<file path="src/rtl/alu8_pkg.sv">
package alu8_pkg;

   typedef enum logic [3:0] {
      OP_ADD  = 4'd0,
      OP_SUB  = 4'd1,
      OP_AND  = 4'd2,
      OP_OR   = 4'd3,
      OP_XOR  = 4'd4,
      OP_CMP  = 4'd5,
      OP_SHL  = 4'd6,
      OP_SHR  = 4'd7,
      OP_MOVE = 4'd8
   } alu_op_e;

   localparam int FLG_V     = 0;
   localparam int FLG_C     = 1;
   localparam int FLG_Z     = 2;
   localparam int FLG_N     = 3;
   localparam int NUM_FLAGS = 4;

endpackage

</file>
<file path="src/rtl/alu8_addsub.sv">
module alu8_addsub #(
   parameter int DATA_W = 8
) (
   input  logic [DATA_W-1:0] a,
   input  logic [DATA_W-1:0] b,
   input  logic              cin,
   input  logic              sub,
   input  logic              dec,
   output logic [DATA_W-1:0] sum,
   output logic              raw_msb,
   output logic              cout,
   output logic              ovf
);
   localparam int DIGITS = DATA_W / 4;

   logic [DATA_W-1:0] b_eff;
   logic [DATA_W:0]   wide;
   logic              c_into_msb;
   logic [DIGITS:0]   dchain;
   logic [DATA_W-1:0] dsum;

   assign b_eff      = sub ? ~b : b;
   assign wide       = {1'b0, a} + {1'b0, b_eff} + {{DATA_W{1'b0}}, cin};
   assign c_into_msb = a[DATA_W-1] ^ b_eff[DATA_W-1] ^ wide[DATA_W-1];
   assign ovf        = c_into_msb ^ wide[DATA_W];
   assign raw_msb    = wide[DATA_W-1];
   assign dchain[0]  = cin;

   // one BCD digit stage per nibble; chain carries carry (add) or no-borrow (sub)
   for (genvar gi = 0; gi < DIGITS; gi++) begin : g_digit
      logic [3:0] ad, bd, dig;
      logic [4:0] s_add, s_sub;
      logic       nxt;
      assign ad = a[4*gi +: 4];
      assign bd = b[4*gi +: 4];
      always_comb begin
         s_add = {1'b0, ad} + {1'b0, bd} + {4'b0000, dchain[gi]};
         s_sub = {1'b0, ad} - {1'b0, bd} - {4'b0000, ~dchain[gi]};
         if (sub) begin
            nxt = ~s_sub[4];
            dig = s_sub[4] ? (s_sub[3:0] + 4'd10) : s_sub[3:0];
         end else begin
            nxt = (s_add > 5'd9);
            dig = nxt ? (s_add[3:0] + 4'd6) : s_add[3:0];
         end
      end
      assign dsum[4*gi +: 4] = dig;
      assign dchain[gi+1]    = nxt;
   end

   assign sum  = dec ? dsum : wide[DATA_W-1:0];
   assign cout = dec ? dchain[DIGITS] : wide[DATA_W];

endmodule

</file>
<file path="src/rtl/alu8_bitops.sv">
module alu8_bitops
   import alu8_pkg::*;
#(
   parameter int DATA_W = 8
) (
   input  logic [3:0]        op,
   input  logic [DATA_W-1:0] a,
   input  logic [DATA_W-1:0] b,
   output logic [DATA_W-1:0] y
);
   always_comb begin
      case (op)
         OP_AND:  y = a & b;
         OP_OR:   y = a | b;
         OP_XOR:  y = a ^ b;
         OP_SHL:  y = {a[DATA_W-2:0], 1'b0};
         OP_SHR:  y = {1'b0, a[DATA_W-1:1]};
         default: y = b;
      endcase
   end
endmodule

</file>
<file path="src/rtl/alu8_flagreg.sv">
module alu8_flagreg #(
   parameter int NF = 4
) (
   input  logic          clk,
   input  logic          rst,
   input  logic          we,
   input  logic [NF-1:0] mask,
   input  logic [NF-1:0] nxt,
   output logic [NF-1:0] q
);
   always_ff @(posedge clk) begin
      if (rst) q <= '0;
      else if (we) q <= (q & ~mask) | (nxt & mask);
   end

   assert_reset_clear_R12: assert property (@(posedge clk) rst |=> q == '0);
   assert_hold_when_off_R11: assert property (@(posedge clk) disable iff (rst)
      !we |=> $stable(q));
   assert_masked_keep_R10: assert property (@(posedge clk) disable iff (rst)
      (we && mask == '0) |=> $stable(q));
endmodule

</file>
<file path="src/rtl/alu8_status.sv">
module alu8_status
   import alu8_pkg::*;
#(
   parameter int DATA_W     = 8,
   parameter bit LATE_DEC_N = 1'b0
) (
   input  logic              clk,
   input  logic              rst,
   input  logic [3:0]        op_sel,
   input  logic [DATA_W-1:0] acc_in,
   input  logic [DATA_W-1:0] opnd_in,
   input  logic              carry_in,
   input  logic              dec_mode,
   input  logic              flag_we,
   output logic [DATA_W-1:0] result,
   output logic              n_flag,
   output logic              z_flag,
   output logic              c_flag,
   output logic              v_flag
);
   localparam int MSB = DATA_W - 1;

   if ((DATA_W % 4) != 0 || DATA_W < 8) begin : g_bad_width
      $error("alu8_status: DATA_W must be a multiple of 4 and at least 8");
   end

   logic              is_arith, is_cmp, use_sub, use_dec, use_cin;
   logic [DATA_W-1:0] as_sum, bit_y;
   logic              as_raw_msb, as_cout, as_ovf, n_arith;
   logic [NUM_FLAGS-1:0] fl_nxt, fl_mask, fl_q;

   assign is_arith = (op_sel == OP_ADD) || (op_sel == OP_SUB);
   assign is_cmp   = (op_sel == OP_CMP);
   assign use_sub  = (op_sel == OP_SUB) || is_cmp;
   assign use_dec  = dec_mode && is_arith;
   assign use_cin  = is_cmp ? 1'b1 : carry_in;

   alu8_addsub #(.DATA_W(DATA_W)) u_addsub (
      .a(acc_in), .b(opnd_in), .cin(use_cin), .sub(use_sub), .dec(use_dec),
      .sum(as_sum), .raw_msb(as_raw_msb), .cout(as_cout), .ovf(as_ovf)
   );

   alu8_bitops #(.DATA_W(DATA_W)) u_bitops (
      .op(op_sel), .a(acc_in), .b(opnd_in), .y(bit_y)
   );

   // sign source for add/subtract picked by variant
   if (LATE_DEC_N) begin : g_n_late
      assign n_arith = as_sum[MSB];
      assert_bin_agree_R9: assert property (@(posedge clk) disable iff (rst)
         (is_arith && !dec_mode) |-> (as_raw_msb == as_sum[MSB]));
   end else begin : g_n_early
      assign n_arith = as_raw_msb;
      assert_n_raw_R9: assert property (@(posedge clk) disable iff (rst)
         (flag_we && is_arith && dec_mode) |=> (n_flag == $past(as_raw_msb)));
   end

   always_comb begin
      result  = bit_y;
      fl_nxt  = '0;
      fl_mask = '0;
      case (op_sel)
         OP_ADD, OP_SUB: begin
            result         = as_sum;
            fl_nxt[FLG_N]  = n_arith;
            fl_nxt[FLG_Z]  = (as_sum == '0);
            fl_nxt[FLG_C]  = as_cout;
            fl_nxt[FLG_V]  = as_ovf;
            fl_mask        = '1;
         end
         OP_AND, OP_OR, OP_XOR: begin
            fl_nxt[FLG_N]  = bit_y[MSB];
            fl_nxt[FLG_Z]  = (bit_y == '0);
            fl_mask[FLG_N] = 1'b1;
            fl_mask[FLG_Z] = 1'b1;
         end
         OP_CMP: begin
            result         = acc_in;
            fl_nxt[FLG_N]  = as_sum[MSB];
            fl_nxt[FLG_Z]  = (as_sum == '0);
            fl_nxt[FLG_C]  = as_cout;
            fl_mask        = 4'b1110;
         end
         OP_SHL: begin
            fl_nxt[FLG_N]  = acc_in[MSB-1];
            fl_nxt[FLG_Z]  = (bit_y == '0);
            fl_nxt[FLG_C]  = acc_in[MSB];
            fl_mask        = 4'b1110;
         end
         OP_SHR: begin
            fl_nxt[FLG_N]  = 1'b0;
            fl_nxt[FLG_Z]  = (bit_y == '0);
            fl_nxt[FLG_C]  = acc_in[0];
            fl_mask        = 4'b1110;
         end
         default: begin
            result  = opnd_in;
            fl_mask = '0;
         end
      endcase
   end

   alu8_flagreg #(.NF(NUM_FLAGS)) u_flags (
      .clk(clk), .rst(rst), .we(flag_we), .mask(fl_mask), .nxt(fl_nxt), .q(fl_q)
   );

   assign n_flag = fl_q[FLG_N];
   assign z_flag = fl_q[FLG_Z];
   assign c_flag = fl_q[FLG_C];
   assign v_flag = fl_q[FLG_V];

   assert_add_ovf_R1: assert property (@(posedge clk) disable iff (rst)
      (flag_we && op_sel == OP_ADD && !dec_mode) |=>
      (v_flag == (($past(acc_in[MSB]) == $past(opnd_in[MSB])) &&
                  ($past(result[MSB]) != $past(acc_in[MSB])))));
   assert_cmp_keeps_acc_R4: assert property (@(posedge clk) disable iff (rst)
      is_cmp |-> (result == acc_in));
   assert_cmp_keeps_v_R4: assert property (@(posedge clk) disable iff (rst)
      (flag_we && is_cmp) |=> $stable(v_flag));
   assert_shr_clears_n_R6: assert property (@(posedge clk) disable iff (rst)
      (flag_we && op_sel == OP_SHR) |=> !n_flag);
   assert_zero_pos_R7: assert property (@(posedge clk) disable iff (rst)
      (flag_we && op_sel inside {OP_AND, OP_OR, OP_XOR, OP_SHL, OP_SHR}) |=>
      !(z_flag && n_flag));
   assert_move_stable_R10: assert property (@(posedge clk) disable iff (rst)
      (op_sel >= OP_MOVE) |=> $stable({n_flag, z_flag, c_flag, v_flag}));
   assert_move_pass_R10: assert property (@(posedge clk) disable iff (rst)
      (op_sel >= OP_MOVE) |-> (result == opnd_in));

endmodule

</file>
<file path="config.mk">
export PLATFORM = sky130hd
export DESIGN_NAME = alu8_status
export DESIGN_NICKNAME = d
export VERILOG_FILES = /design/src/rtl/alu8_pkg.sv /design/src/rtl/alu8_addsub.sv /design/src/rtl/alu8_bitops.sv /design/src/rtl/alu8_flagreg.sv /design/src/rtl/alu8_status.sv
export SDC_FILE = /design/constraint.sdc
export NUM_CORES = 1
export LEC_CHECK = 0
export CORE_UTILIZATION = 40
export CTS_CLUSTER_SIZE = 20
export DETAILED_ROUTE_END_ITERATION = 8
export DONT_BUFFER_PORTS = 1
export PLACE_DENSITY_LB_ADDON = 0.1
export SYNTH_ARGS = -nofsm -noshare
export SYNTH_HDL_FRONTEND = slang
export SYNTH_SLANG_ARGS = --single-unit
</file>
<file path="constraint.sdc">
create_clock -name clk -period 11.6 [get_ports clk]
set_input_delay 1.16 -clock clk [delete_from_list [all_inputs] [get_ports clk]]
set_output_delay 1.16 -clock clk [all_outputs]
set_load 0.05 [all_outputs]
</file>
==> flow_results.org, run 1 <==
** Run status
- Result of the run :: finished, final reports clean

** Logic synthesis
- Proportion of register bits with asynchronous set or reset after synthesis :: 0%
- Avg Inst Size Synth :: 7.53 um2
- The cell area that synthesis handed to floorplanning was 2790 um2.
- Counting flops with a built-in enable in the synthesized netlist gives 0.
- Distinct cell type count of the synthesized netlist :: 66
- The share of the Yosys chip area taken by registers is 2.87%.
- When the netlist entered floorplanning its net count stood at 446.
- The synthesized design contains 4 register bits.
- Number of standard cells after synthesis :: 371
- Synth warn :: 0
- Dominant synthesized flop cell :: sky130_fd_sc_hd__dfxtp_1

** Timing
- For the pin with the worst max-slew slack, the measured transition is 1130 ps.
- Relative max-transition margin :: 22.4%
- Timing would allow up to 0.125 GHz.
- Total negative setup slack :: 0 ps
- For the final database, setup skew stands at 0 ps.
- The number of pins with negative max-slew slack in the final report is 0.
- RSZ-0062 raised after global routing :: false
- The routed design could run at a clock period as short as 7990 ps.
- Final critical-path share of the clock period :: 68.9%
- The total count of hold-check failures in the final report came to 0.
- Setup violations remaining at the end of the flow were counted as 0.

** Setup path
- Crit path max fanout :: 13
- The signal on the critical path passes through inv_1, nor2_1, and3_1, nor2_1, fa_1, inv_1, fa_1, inv_1, and2_1, o211ai_1, o21ai_0, fa_1, inv_1, ha_1, nor2_1, fa_1, xor2_1, ha_1, o21bai_1, xnor2_1, a221o_1, nand2_1, a32oi_1.
- Across all register-to-register paths, the minimum setup slack is 9520 ps.
- Worst-path cell with the longest stage delay :: sky130_fd_sc_hd__a32oi_1
- The worst setup path is captured at a primary output.
- The kind of cell with the highest combined delay along the critical path is adder cells.
- For the worst flop-to-flop path, the logic depth is 4.
- The critical path in this run is classified as in -> out.
- Maximum cell stage delay along the critical path :: 930 ps
- For the worst setup path, the data required time is 10,440 ps.
- Start point of the critical path :: op_sel[2]
- STA classifies the critical path startpoint as an input port.
- Arrival @ worst endpoint :: 6830 ps
- CP Buf/Inv Count :: 4

** Route
- Total routed wirelength :: 8670 um
- First-iteration detailed-routing DRC count :: 182
- First-pass iteration count of the detailed router :: 5
- Routed length per instance :: 19.6 um
- Vias after detailed routing :: 2,715
- The detail route stage leaves a number of antenna-violating nets equal to 0.
- Dividing the detail-routed via count by the number of cells gives 6.14.
- In the routed design, unresolved DRC markers number 0.

** Run
- Max-cap violations in this run came to 0.

** Final layout
- Antenna diodes :: 0
- Of the cells placed in the final design, the portion with a size suffix greater than 1 is 4.97%.
- Fill cells :: 730
- Finished Cell Area :: 2880 um2
- Number of nets at the end of the flow :: 439
- From synthesis to final layout, the design area changed by 3.27%.

** Clock tree
- TritonCTS created 3 clock buffers.
- Setup bufs post-CTS :: 0
- Clock tree from TritonCTS :: done
- Maximum root-to-sink buffer count :: 2
- After clock tree synthesis, the clock-pin slew on the worst setup and hold paths is 30 ps.
- H-tree lvl count :: 1
- Clock tree synthesis found a total of 4 sinks.
- Clock latency at the later pin of the worst-skew pair :: 220 ps
- CTS hold repair buffers :: 0
- The tree is rooted in a sky130_fd_sc_hd__clkbuf_8.
- Post_cts resized :: 0

** GRT
- Entering global routing, the biggest net connects 36 pins.
- The via count of the first global-routing pass was 2,725.
- Total routing usage reported by global routing :: 24.5%
- For this run the aggregate overflow at the end of global routing stands at 0.
- Global-route wire length before repair :: 14,000 um
- Initial antenna violation count :: 0

** Power
- In this run the static leakage power is 0.00125 uW.
- Power density over cell area :: 82.6 nW/um2
- IR analysis of the VDD net gives a maximum drop of 24.3 uV.

** Die
- Die Area :: 7320 um2
- The initial utilization of the core area, before any placement, comes to 41.3%.
- Measured along the x axis, the die boundary spans 85.6 um.
- Io pins :: 37
- Core Rows :: 30
- From bottom edge to top edge, the die measures 85.6 um.
- After floorplanning, the core was sized to cover 6760 um2.

** Worst hold path
- The min-delay analysis places its worst path in the category reg -> reg.
- The worst hold path was traced through 2 stages.

** Placed design
- Summing all placed instances gives a cell area of 2840 um2.
- Port buffer count :: 0
- GPL Wtd Cong :: 0.910
- The HPWL after detailed placement is 7100 um.
==> through the flow <==
step	cells	util [%]	worst slack (ps)	hold WS, ps	total power (uW)
after floorplan	371	-	3780	676	175
after global placement	439	42.1	3770	716	206
after detailed placement	439	42.1	3660	717	208
after CTS	442	42.7	3640	727	239
after global routing	442	42.7	3200	745	262
final	442	42.7	3610	725	238
==> kinds of logic (layout without fill, tap and decap cells) <==
kind of cell | after synthesis | count (layout) | share of synthesized area [%]
buf+inv | 54 | 45 | 8.11
fa+ha+maj | 50 | 50 | 25.1
xor+xnor | 25 | 25 | 8.33
flops | 4 | 4 | 2.87
mux | 17 | 17 | 6.14
compound gates | 119 | 119 | 29.8
simple gates | 102 | 102 | 19.6
==> routing by layer <==
| layer | vias up | track usage (%) | share of wire, % |
|---|---|---|---|
| met4 | 0 | 8.33 | 3.9 |
| li1 | 1346 | - | - |
| met2 | 81 | 44.1 | 49 |
| met5 | - | 0 | 0 |
| met1 | 1267 | 30.5 | 43 |
| met3 | 21 | 2.21 | 4.1 |
==> where the power goes <==
| group | internal (uW) | total, uW | switching (uW) |
|---|---|---|---|
| Clock | 22.1 | 29.6 | 7.46 |
| Combinational | 81.5 | 192 | 110 |
| Sequential | 14.5 | 16.9 | 2.47 |
==> how the worst max path moves through the flow <==
stage,end,depth (start not counted)
4_1_cts,result[7],23
3_3_place_gp,result[7],22
6_report,result[7],23
2_1_floorplan,result[7],24
5_1_grt,result[7],23
3_5_place_dp,result[7],23
==> placed cells by master (no fill, tap or decap), types with 5 or more instances in the layout <==
cell / n
sky130_fd_sc_hd__nor2_1: 28
sky130_fd_sc_hd__o22ai_1: 6
sky130_fd_sc_hd__o21ai_0: 19
sky130_fd_sc_hd__a31oi_1: 5
sky130_fd_sc_hd__buf_4: 5
sky130_fd_sc_hd__a22oi_1: 5
sky130_fd_sc_hd__o211ai_1: 9
sky130_fd_sc_hd__xnor2_1: 19
sky130_fd_sc_hd__nand2_1: 25
sky130_fd_sc_hd__ha_1: 40
sky130_fd_sc_hd__nand3_1: 6
sky130_fd_sc_hd__and2_1: 5
sky130_fd_sc_hd__o21a_1: 5
sky130_fd_sc_hd__xor2_1: 5
sky130_fd_sc_hd__inv_1: 37
sky130_fd_sc_hd__nand2b_1: 5
sky130_fd_sc_hd__a21oi_1: 21
sky130_fd_sc_hd__mux2i_1: 16
sky130_fd_sc_hd__nor3_1: 7
sky130_fd_sc_hd__a211oi_1: 8
sky130_fd_sc_hd__fa_1: 10
==> synthesized netlist by cell type (4+ instances only) <==
master,instances,area (um2)
sky130_fd_sc_hd__nor3b_1,4,30.0
sky130_fd_sc_hd__nand3_1,6,30.0
sky130_fd_sc_hd__o22ai_1,6,37.5
sky130_fd_sc_hd__a22oi_1,5,37.5
sky130_fd_sc_hd__and2_1,5,31.3
sky130_fd_sc_hd__ha_1,40,500
sky130_fd_sc_hd__a31oi_1,5,31.3
sky130_fd_sc_hd__o21a_1,5,37.5
sky130_fd_sc_hd__clkbuf_1,4,15.0
sky130_fd_sc_hd__buf_1,4,15.0
sky130_fd_sc_hd__nor3_1,7,35.0
sky130_fd_sc_hd__inv_1,37,139
sky130_fd_sc_hd__xor2_1,5,43.8
sky130_fd_sc_hd__mux2i_1,16,160
sky130_fd_sc_hd__buf_2,7,35.0
sky130_fd_sc_hd__fa_1,10,200
sky130_fd_sc_hd__nand2b_1,5,31.3
sky130_fd_sc_hd__a21o_1,4,30.0
sky130_fd_sc_hd__nor2_1,28,105
sky130_fd_sc_hd__a211oi_1,8,60.1
sky130_fd_sc_hd__dfxtp_1,4,80.1
sky130_fd_sc_hd__a21oi_1,21,105
sky130_fd_sc_hd__o21ai_0,19,95.1
sky130_fd_sc_hd__o211ai_1,9,67.6
sky130_fd_sc_hd__xnor2_1,19,166
sky130_fd_sc_hd__nand2_1,25,93.8
==> worst reg2reg max path, delay by kind of cell (launching register included) <==
family           cells  cell delay, ps
AO/OA/AOI/OAI        2             560
flip-flops           1             650
AND/OR/NAND/NOR      2             740
==> cell type report <==
class	count	area, um2	share of cell area, %
multi-input combinational	313	2490	86.2
inverter	37	139	4.82
tap	80	100	3.47
sequential	4	80.1	2.78
clock buffer	3	41.3	1.43
timing repair buffer	5	37.5	1.30
(Power assumes the default switching activity.)
==> inputs of run 2 (changes only) <==
==> constraint.sdc (replaced) <==
create_clock -name clk -period 7.1 [get_ports clk]
set_input_delay 0.71 -clock clk [delete_from_list [all_inputs] [get_ports clk]]
set_output_delay 0.71 -clock clk [all_outputs]
set_load 0.05 [all_outputs]
==> flow_results.org, run 2 (synthesis results as in run 1) <==
** Run status
- The flow ran to the end, and the final reports show no timing, DRC or antenna violations.

** Worst hold path
- The worst hold path belongs to the class in -> reg.
- Instance count along the most critical hold path :: 1
- Source of the worst hold timing path :: rst

** GRT
- The total overflow left after global routing is 0.
- The initial antenna violation count was 0.
- Entering global routing, the biggest net connects 36 pins.
- In the global route stage, overall resource usage came out at 23.1%.
- Global-route wire length before repair :: 13,300 um
- The via count of the first global-routing pass is 2,620.

** Final layout
- With fillers left out, the area of the finished cells amounts to 2900 um2.
- Fill cells :: 717
- Leaving out fill and tap cells, the most frequent cells in the layout are 40 x sky130_fd_sc_hd__ha_1, 37 x sky130_fd_sc_hd__inv_1, 28 x sky130_fd_sc_hd__nor2_1.
- At the end of the flow the core is filled with cells to 42.9%.
- Sequential standard cell area :: 80.1 um2
- In the final layout, the multi-input gates occupy 2490 um2.
- Area growth, synth to finish :: 3.81%
- The number of antenna diodes in the final layout is 0.
- After the last flow step, the layout net total stands at 441.
- Fraction of layout instances using a drive strength above 1 :: 5.49%
- Most common library cell in the layout ignoring fill and taps :: sky130_fd_sc_hd__ha_1

** Setup path
- Cell count of the worst reg-to-reg path :: 4
- The worst setup path is launched from an input port.
- Critical path class :: in -> out
- Arrival @ worst endpoint :: 5880 ps
- The worst setup path is captured at a primary output.
- Data on the critical path is required at its endpoint by 6390 ps.
- The worst register-to-register path has a setup slack of 5030 ps.
- In this run the worst path has a maximum fanout of 13.

** Route
- Total routed wirelength :: 8340 um
- The first detailed-routing pass took 4 iterations.
- DRC violations left :: 0
- First-iteration detailed-routing DRC count :: 148
- Post-detailed-route count of antenna-violating nets :: 0
- Vias after detailed routing :: 2,684
- In the final routed layout, each cell accounts on average for 18.8 um.
- Dividing the detail-routed via count by the number of cells gives 6.05.

** Die
- Die Area :: 7320 um2
- Core region area :: 6760 um2
- Io pins :: 37
- After floorplanning, the core was divided into 30 placement rows.
- Once the floorplan was initialized, standard cells occupied 41.3% of the core.
- Horizontal die dimension :: 85.6 um
- From bottom edge to top edge, the die measures 85.6 um.

** Placed design
- Port buffering added 0 buffers.
- Detailed placement finished with a half-perimeter wire length of 6840 um.
- GPL Wtd Cong :: 0.849
- In this run the cell area measured after placement is 2860 um2.

** Clock tree
- Maximum root-to-sink buffer count :: 2
- Clock tree synthesis inserted a total of 3 buffers.
- CTS built an H-tree with a depth of 1.
- TritonCTS built the clock tree.
- Clock latency on the worst-skew pair, taken at its later pin, is 220 ps.
- Post-CTS repair changed the size of 0 cells.
- The tree is rooted in a sky130_fd_sc_hd__clkbuf_8.
- Clock slew seen by the registers of the worst setup and hold paths :: 30 ps
- Clock sink count :: 4
- Once the clock tree was built, the setup fixing pass inserted 0 buffers.
- CTS hold repair buffers :: 0

** Timing
- After layout, the worst path uses 92.8% of the clock period.
- Final setup violation count :: 0
- Relative max-transition margin :: 22.3%
- Final period demand of the worst path :: 6590 ps
- The number of pins with negative max-slew slack in the final report was 0.
- Across the routed clock network, the largest skew measured is 0 ps.
- Derived from the worst setup path, the maximum achievable clock frequency is 0.152 GHz.
- Setup repair after global routing left no endpoint under its margin.
- Final-layout worst hold slack :: 561 ps
- After routing, the total negative slack on setup checks comes to 0 ps.
- Final Hold Vio Count :: 0
- Transition time of the tightest slew-check pin :: 1130 ps

** Power
- Power spread over the standard cell area amounts to 134 nW/um2.
- The analysis attributes to cell leakage a power of 0.00126 uW.
- Across the VDD grid, the largest voltage drop is 46.7 uV.

** Run
- Number of max-cap violations :: 0
run 2: cell count changes in the layout (fill, tap and decap cells not counted), sizes merged:
cell | before | now
buf | 5 | 7
run 2: worst max-delay path by stage:
stage / startpoint / endpoint / cells after the start
detailed placement: op_sel[2] / result[7] / 23
floorplan: op_sel[3] / result[7] / 24
global route: op_sel[2] / result[7] / 23
CTS: op_sel[2] / result[7] / 23
finish: op_sel[2] / result[7] / 23
global placement: op_sel[2] / result[7] / 24
run 2: stage by stage:
stage	power, uW	cells	setup WS (ps)
after floorplan	287	371	183
after global placement	340	441	662
after detailed placement	340	441	551
after CTS	391	444	544
after global routing	426	444	170
final	389	444	512
run 2: where the power goes:
group | internal (uW) | leakage [uW] | switching (uW)
clock network | 36.2 | 0.0000216 | 12.3
logic | 135 | 0.00121 | 178
registers | 23.6 | 0.0000326 | 4.02
run 2: layout make-up:
| cell class | instances | share of cell area [%] |
|---|---|---|
| inverters | 37 | 4.79 |
| clock buffers | 3 | 1.42 |
| flip-flops and latches | 4 | 2.76 |
| repair buffers | 7 | 1.81 |
| multi-input cells | 313 | 85.8 |
| well taps | 80 | 3.45 |
run 2: metal layers:
metal / part of all wire, % / up-vias / GRT usage [%]
li1: - / 1339 / -
met1: 44 / 1268 / 29.2
met2: 50 / 66 / 42.0
met3: 4.1 / 11 / 2.50
met4: 1.9 / 0 / 5.61
met5: 0 / - / 0
run 2: critical path, cell delays in order:
cell and delay (ps):
sky130_fd_sc_hd__inv_1 80, sky130_fd_sc_hd__nor2_1 300, sky130_fd_sc_hd__and3_1 390, sky130_fd_sc_hd__nor2_1 160
sky130_fd_sc_hd__fa_1 410, sky130_fd_sc_hd__inv_1 100, sky130_fd_sc_hd__fa_1 300, sky130_fd_sc_hd__xnor2_1 140
sky130_fd_sc_hd__and2_1 210, sky130_fd_sc_hd__o211ai_1 150, sky130_fd_sc_hd__o21ai_0 200, sky130_fd_sc_hd__fa_1 630
sky130_fd_sc_hd__ha_1 190, sky130_fd_sc_hd__nor2_1 60, sky130_fd_sc_hd__fa_1 390, sky130_fd_sc_hd__xor2_1 180
sky130_fd_sc_hd__ha_1 200, sky130_fd_sc_hd__o21bai_1 160, sky130_fd_sc_hd__xnor2_1 130, sky130_fd_sc_hd__a221o_1 410
sky130_fd_sc_hd__nand2_1 90, sky130_fd_sc_hd__a32oi_1 90, sky130_fd_sc_hd__buf_4 200
==> inputs of run 3 (changes only) <==
--- a/config.mk
+++ b/config.mk
@@ -9,7 +9,6 @@
 export CTS_CLUSTER_SIZE = 20
 export DETAILED_ROUTE_END_ITERATION = 8
 export DONT_BUFFER_PORTS = 1
-export PLACE_DENSITY_LB_ADDON = 0.1
 export SYNTH_ARGS = -nofsm -noshare
 export SYNTH_HDL_FRONTEND = slang
 export SYNTH_SLANG_ARGS = --single-unit
==> flow_results.org, run 3 (synthesis results as in run 1) <==
** Setup path
- Critical path data required time :: 6390 ps
- Start point of the critical path :: op_sel[2]
- For this design, the slowest cell found on the critical path is sky130_fd_sc_hd__fa_1.
- By startpoint and endpoint, the worst setup path is classified as in -> out.
- Walking the worst path, the cells encountered are inv_1, nor2_1, and3_1, nor2_1, fa_1, inv_1, fa_1, xnor2_1, and2_1, o211ai_1, o21ai_0, fa_1, ha_1, nor2_1, fa_1, xor2_1, ha_1, o21bai_1, xnor2_1, a221o_1, nand2_1, a32oi_1, buf_4.
- The kind of cell with the highest combined delay along the critical path is adder cells.
- The most numerous cell type found on the critical path is sky130_fd_sc_hd__fa_1.
- Along the worst path, the maximum fanout reaches 13.
- For the worst flop-to-flop path, the logic depth is 4.
- Maximum cell stage delay along the critical path :: 640 ps
- Startpoint type of the worst setup path :: input port
- The critical path contains buffers and inverters numbering 3 combined.
- Arrival @ worst endpoint :: 5980 ps
- Kind of end point of the critical path :: primary output
- FF-to-FF setup slack :: 5060 ps

** Timing
- Maximum clock frequency :: 0.149 GHz
- Dividing the final minimum period by the clock period gives 94.2%.
- Final-layout worst hold slack :: 569 ps
- Relative max-transition margin :: 21.8%
- The number of pins with negative max-slew slack in the final report is 0.
- At the pin with the least slew margin, the transition time is 1140 ps.
- Setup violations remaining at the end of the flow were counted as 0.
- Clock skew on the completed layout was measured at 0 ps.
- RSZ-0062 raised after global routing :: false
- The routed design could run at a clock period as short as 6690 ps.
- The total count of hold-check failures in the final report was 0.
- Setup total negative slack on the finished layout was measured at 0 ps.

** Power
- Cell-internal power :: 195 uW
- In this run, flip-flops and latches consume 7.2% of the power.
- Portion of total power attributed to combinational logic :: 80.9%
- Clock network power share :: 12.0%
- In this run the power density over the cells is 134 nW/um2.
- The analysis attributes to net switching a power of 193 uW.
- Of the total power, the share spent switching nets is 49.8%.
- Summed over all cells, the static leakage comes to 0.00126 uW.
- Largest vdd supply drop :: 50.2 uV

** Final layout
- Fraction of layout instances using a drive strength above 1 :: 5.49%
- The library cells used most frequently in the layout, excluding fill and tap cells, are 40 x sky130_fd_sc_hd__ha_1, 37 x sky130_fd_sc_hd__inv_1, 28 x sky130_fd_sc_hd__nor2_1.
- After the last flow step, the layout net total stands at 441.
- Antenna diodes :: 0
- Cells fill 42.9% of the core in the end.
- Area growth, synth to finish :: 3.81%
- The library cell used most frequently in the layout, excluding fill and tap cells, is sky130_fd_sc_hd__ha_1.

** Die
- Core region area :: 6760 um2
- Io pins :: 37
- The floorplan step set the die height to 85.6 um.
- Starting Density :: 41.3%
- Horizontal die dimension :: 85.6 um
- Core Rows :: 30
- Die Area :: 7320 um2

** GRT
- Via count of the first global-routing pass :: 2,636
- Grt total ovfl :: 0
- Initial antenna violation count :: 0
- Maximum number of pins on one net before global-route repair :: 36
- Total routing usage reported by global routing :: 22.1%
- Global-route wire length before repair :: 13,000 um

** Route
- After detailed routing, the average wire length per cell comes to 18.2 um.
- Vias after detailed routing :: 2,774
- Total routed wirelength :: 8080 um
- For this run, the detailed router's first-pass iteration total came to 7.
- DRC violations left :: 2
- Post-detailed-route count of antenna-violating nets :: 0
- Mean number of vias per cell :: 6.25
- After the first detailed-routing iteration, the DRC count stood at 186.

** Worst hold path
- The worst hold path belongs to the class in -> reg.
- Along the worst hold path, the cell count comes to 1.
- In this run the most critical hold path is launched from rst.

** Clock tree
- Buffers inserted during clock tree synthesis total 3.
- Clock latency at the later pin of the worst-skew pair :: 210 ps
- Maximum root-to-sink buffer count :: 2
- Buffers inserted to repair hold after CTS numbered 0.
- Clock root buffer :: sky130_fd_sc_hd__clkbuf_8
- Buffers added to address setup during post-CTS repair amount to 0.
- In this run the number of H-tree levels came out at 1.
- TritonCTS built the clock tree.
- CTS saw 4 sinks.
- The number of gates resized after CTS was 0.
- After clock tree synthesis, the clock-pin slew on the worst setup and hold paths is 30 ps.

** Placed design
- During placement, the flow inserted port buffers numbering 0.
- The HPWL after detailed placement is 6550 um.
- The congestion estimate from routability-driven global placement came to 0.888.

** Run status
- Failing checks :: DRC
- The flow ran to the end, but the final reports show violations.

** Run
- Number of max-cap violations :: 0
## run 3: worst max path at each step
stage	endpoint	slack, ps	cells past startpoint
2_1_floorplan	result[7]	180	24
3_3_place_gp	result[7]	670	24
3_5_place_dp	result[7]	470	23
4_1_cts	result[7]	480	23
5_1_grt	result[6]	80	24
6_report	result[7]	410	23
## run 3: layout make-up
class	count	area (um2)
clock buffers	3	41.3
fillers	721	3860
inverters	37	139
multi-input cells	313	2490
flip-flops and latches	4	80.1
well taps	80	100
repair buffers	7	52.6
## run 3: power groups by stage
stage / Clock [uW] / Combinational [uW] / Sequential [uW]
after CTS: 48.1 / 313 / 27.7
after floorplan: 0 / 259 / 27.9
after global placement: 0 / 309 / 28.0
after global routing: 50.2 / 345 / 27.8
final: 46.3 / 313 / 27.7
after detailed placement: 0 / 311 / 28.0
## run 3: worst reg2reg max path: stages, from the launching register on
cell and delay, ps:
sky130_fd_sc_hd__dfxtp_1 660, sky130_fd_sc_hd__o211ai_1 200, sky130_fd_sc_hd__nor3_1 210, sky130_fd_sc_hd__or4b_1 520, sky130_fd_sc_hd__o41ai_2 350
## run 3: metal layers
| metal | share of wire [%] | GRT usage (%) | up-vias | wire [um] |
|---|---|---|---|---|
| li1 | - | - | 1353 | - |
| met1 | 45 | 28.3 | 1311 | 3610 |
| met2 | 48 | 39.6 | 100 | 3860 |
| met3 | 5.9 | 2.69 | 10 | 479 |
| met4 | 1.6 | 5.15 | 0 | 127 |
| met5 | 0 | 0 | - | 0 |
## run 3: stage by stage
stage	cell area (um2)	power (uW)	std cells	setup slack [ps]
after floorplan	2790	287	371	183
after global placement	2860	337	441	669
after detailed placement	2860	339	441	473
after CTS	2900	389	444	483
after global routing	2900	423	444	78.9
final	2900	387	444	410
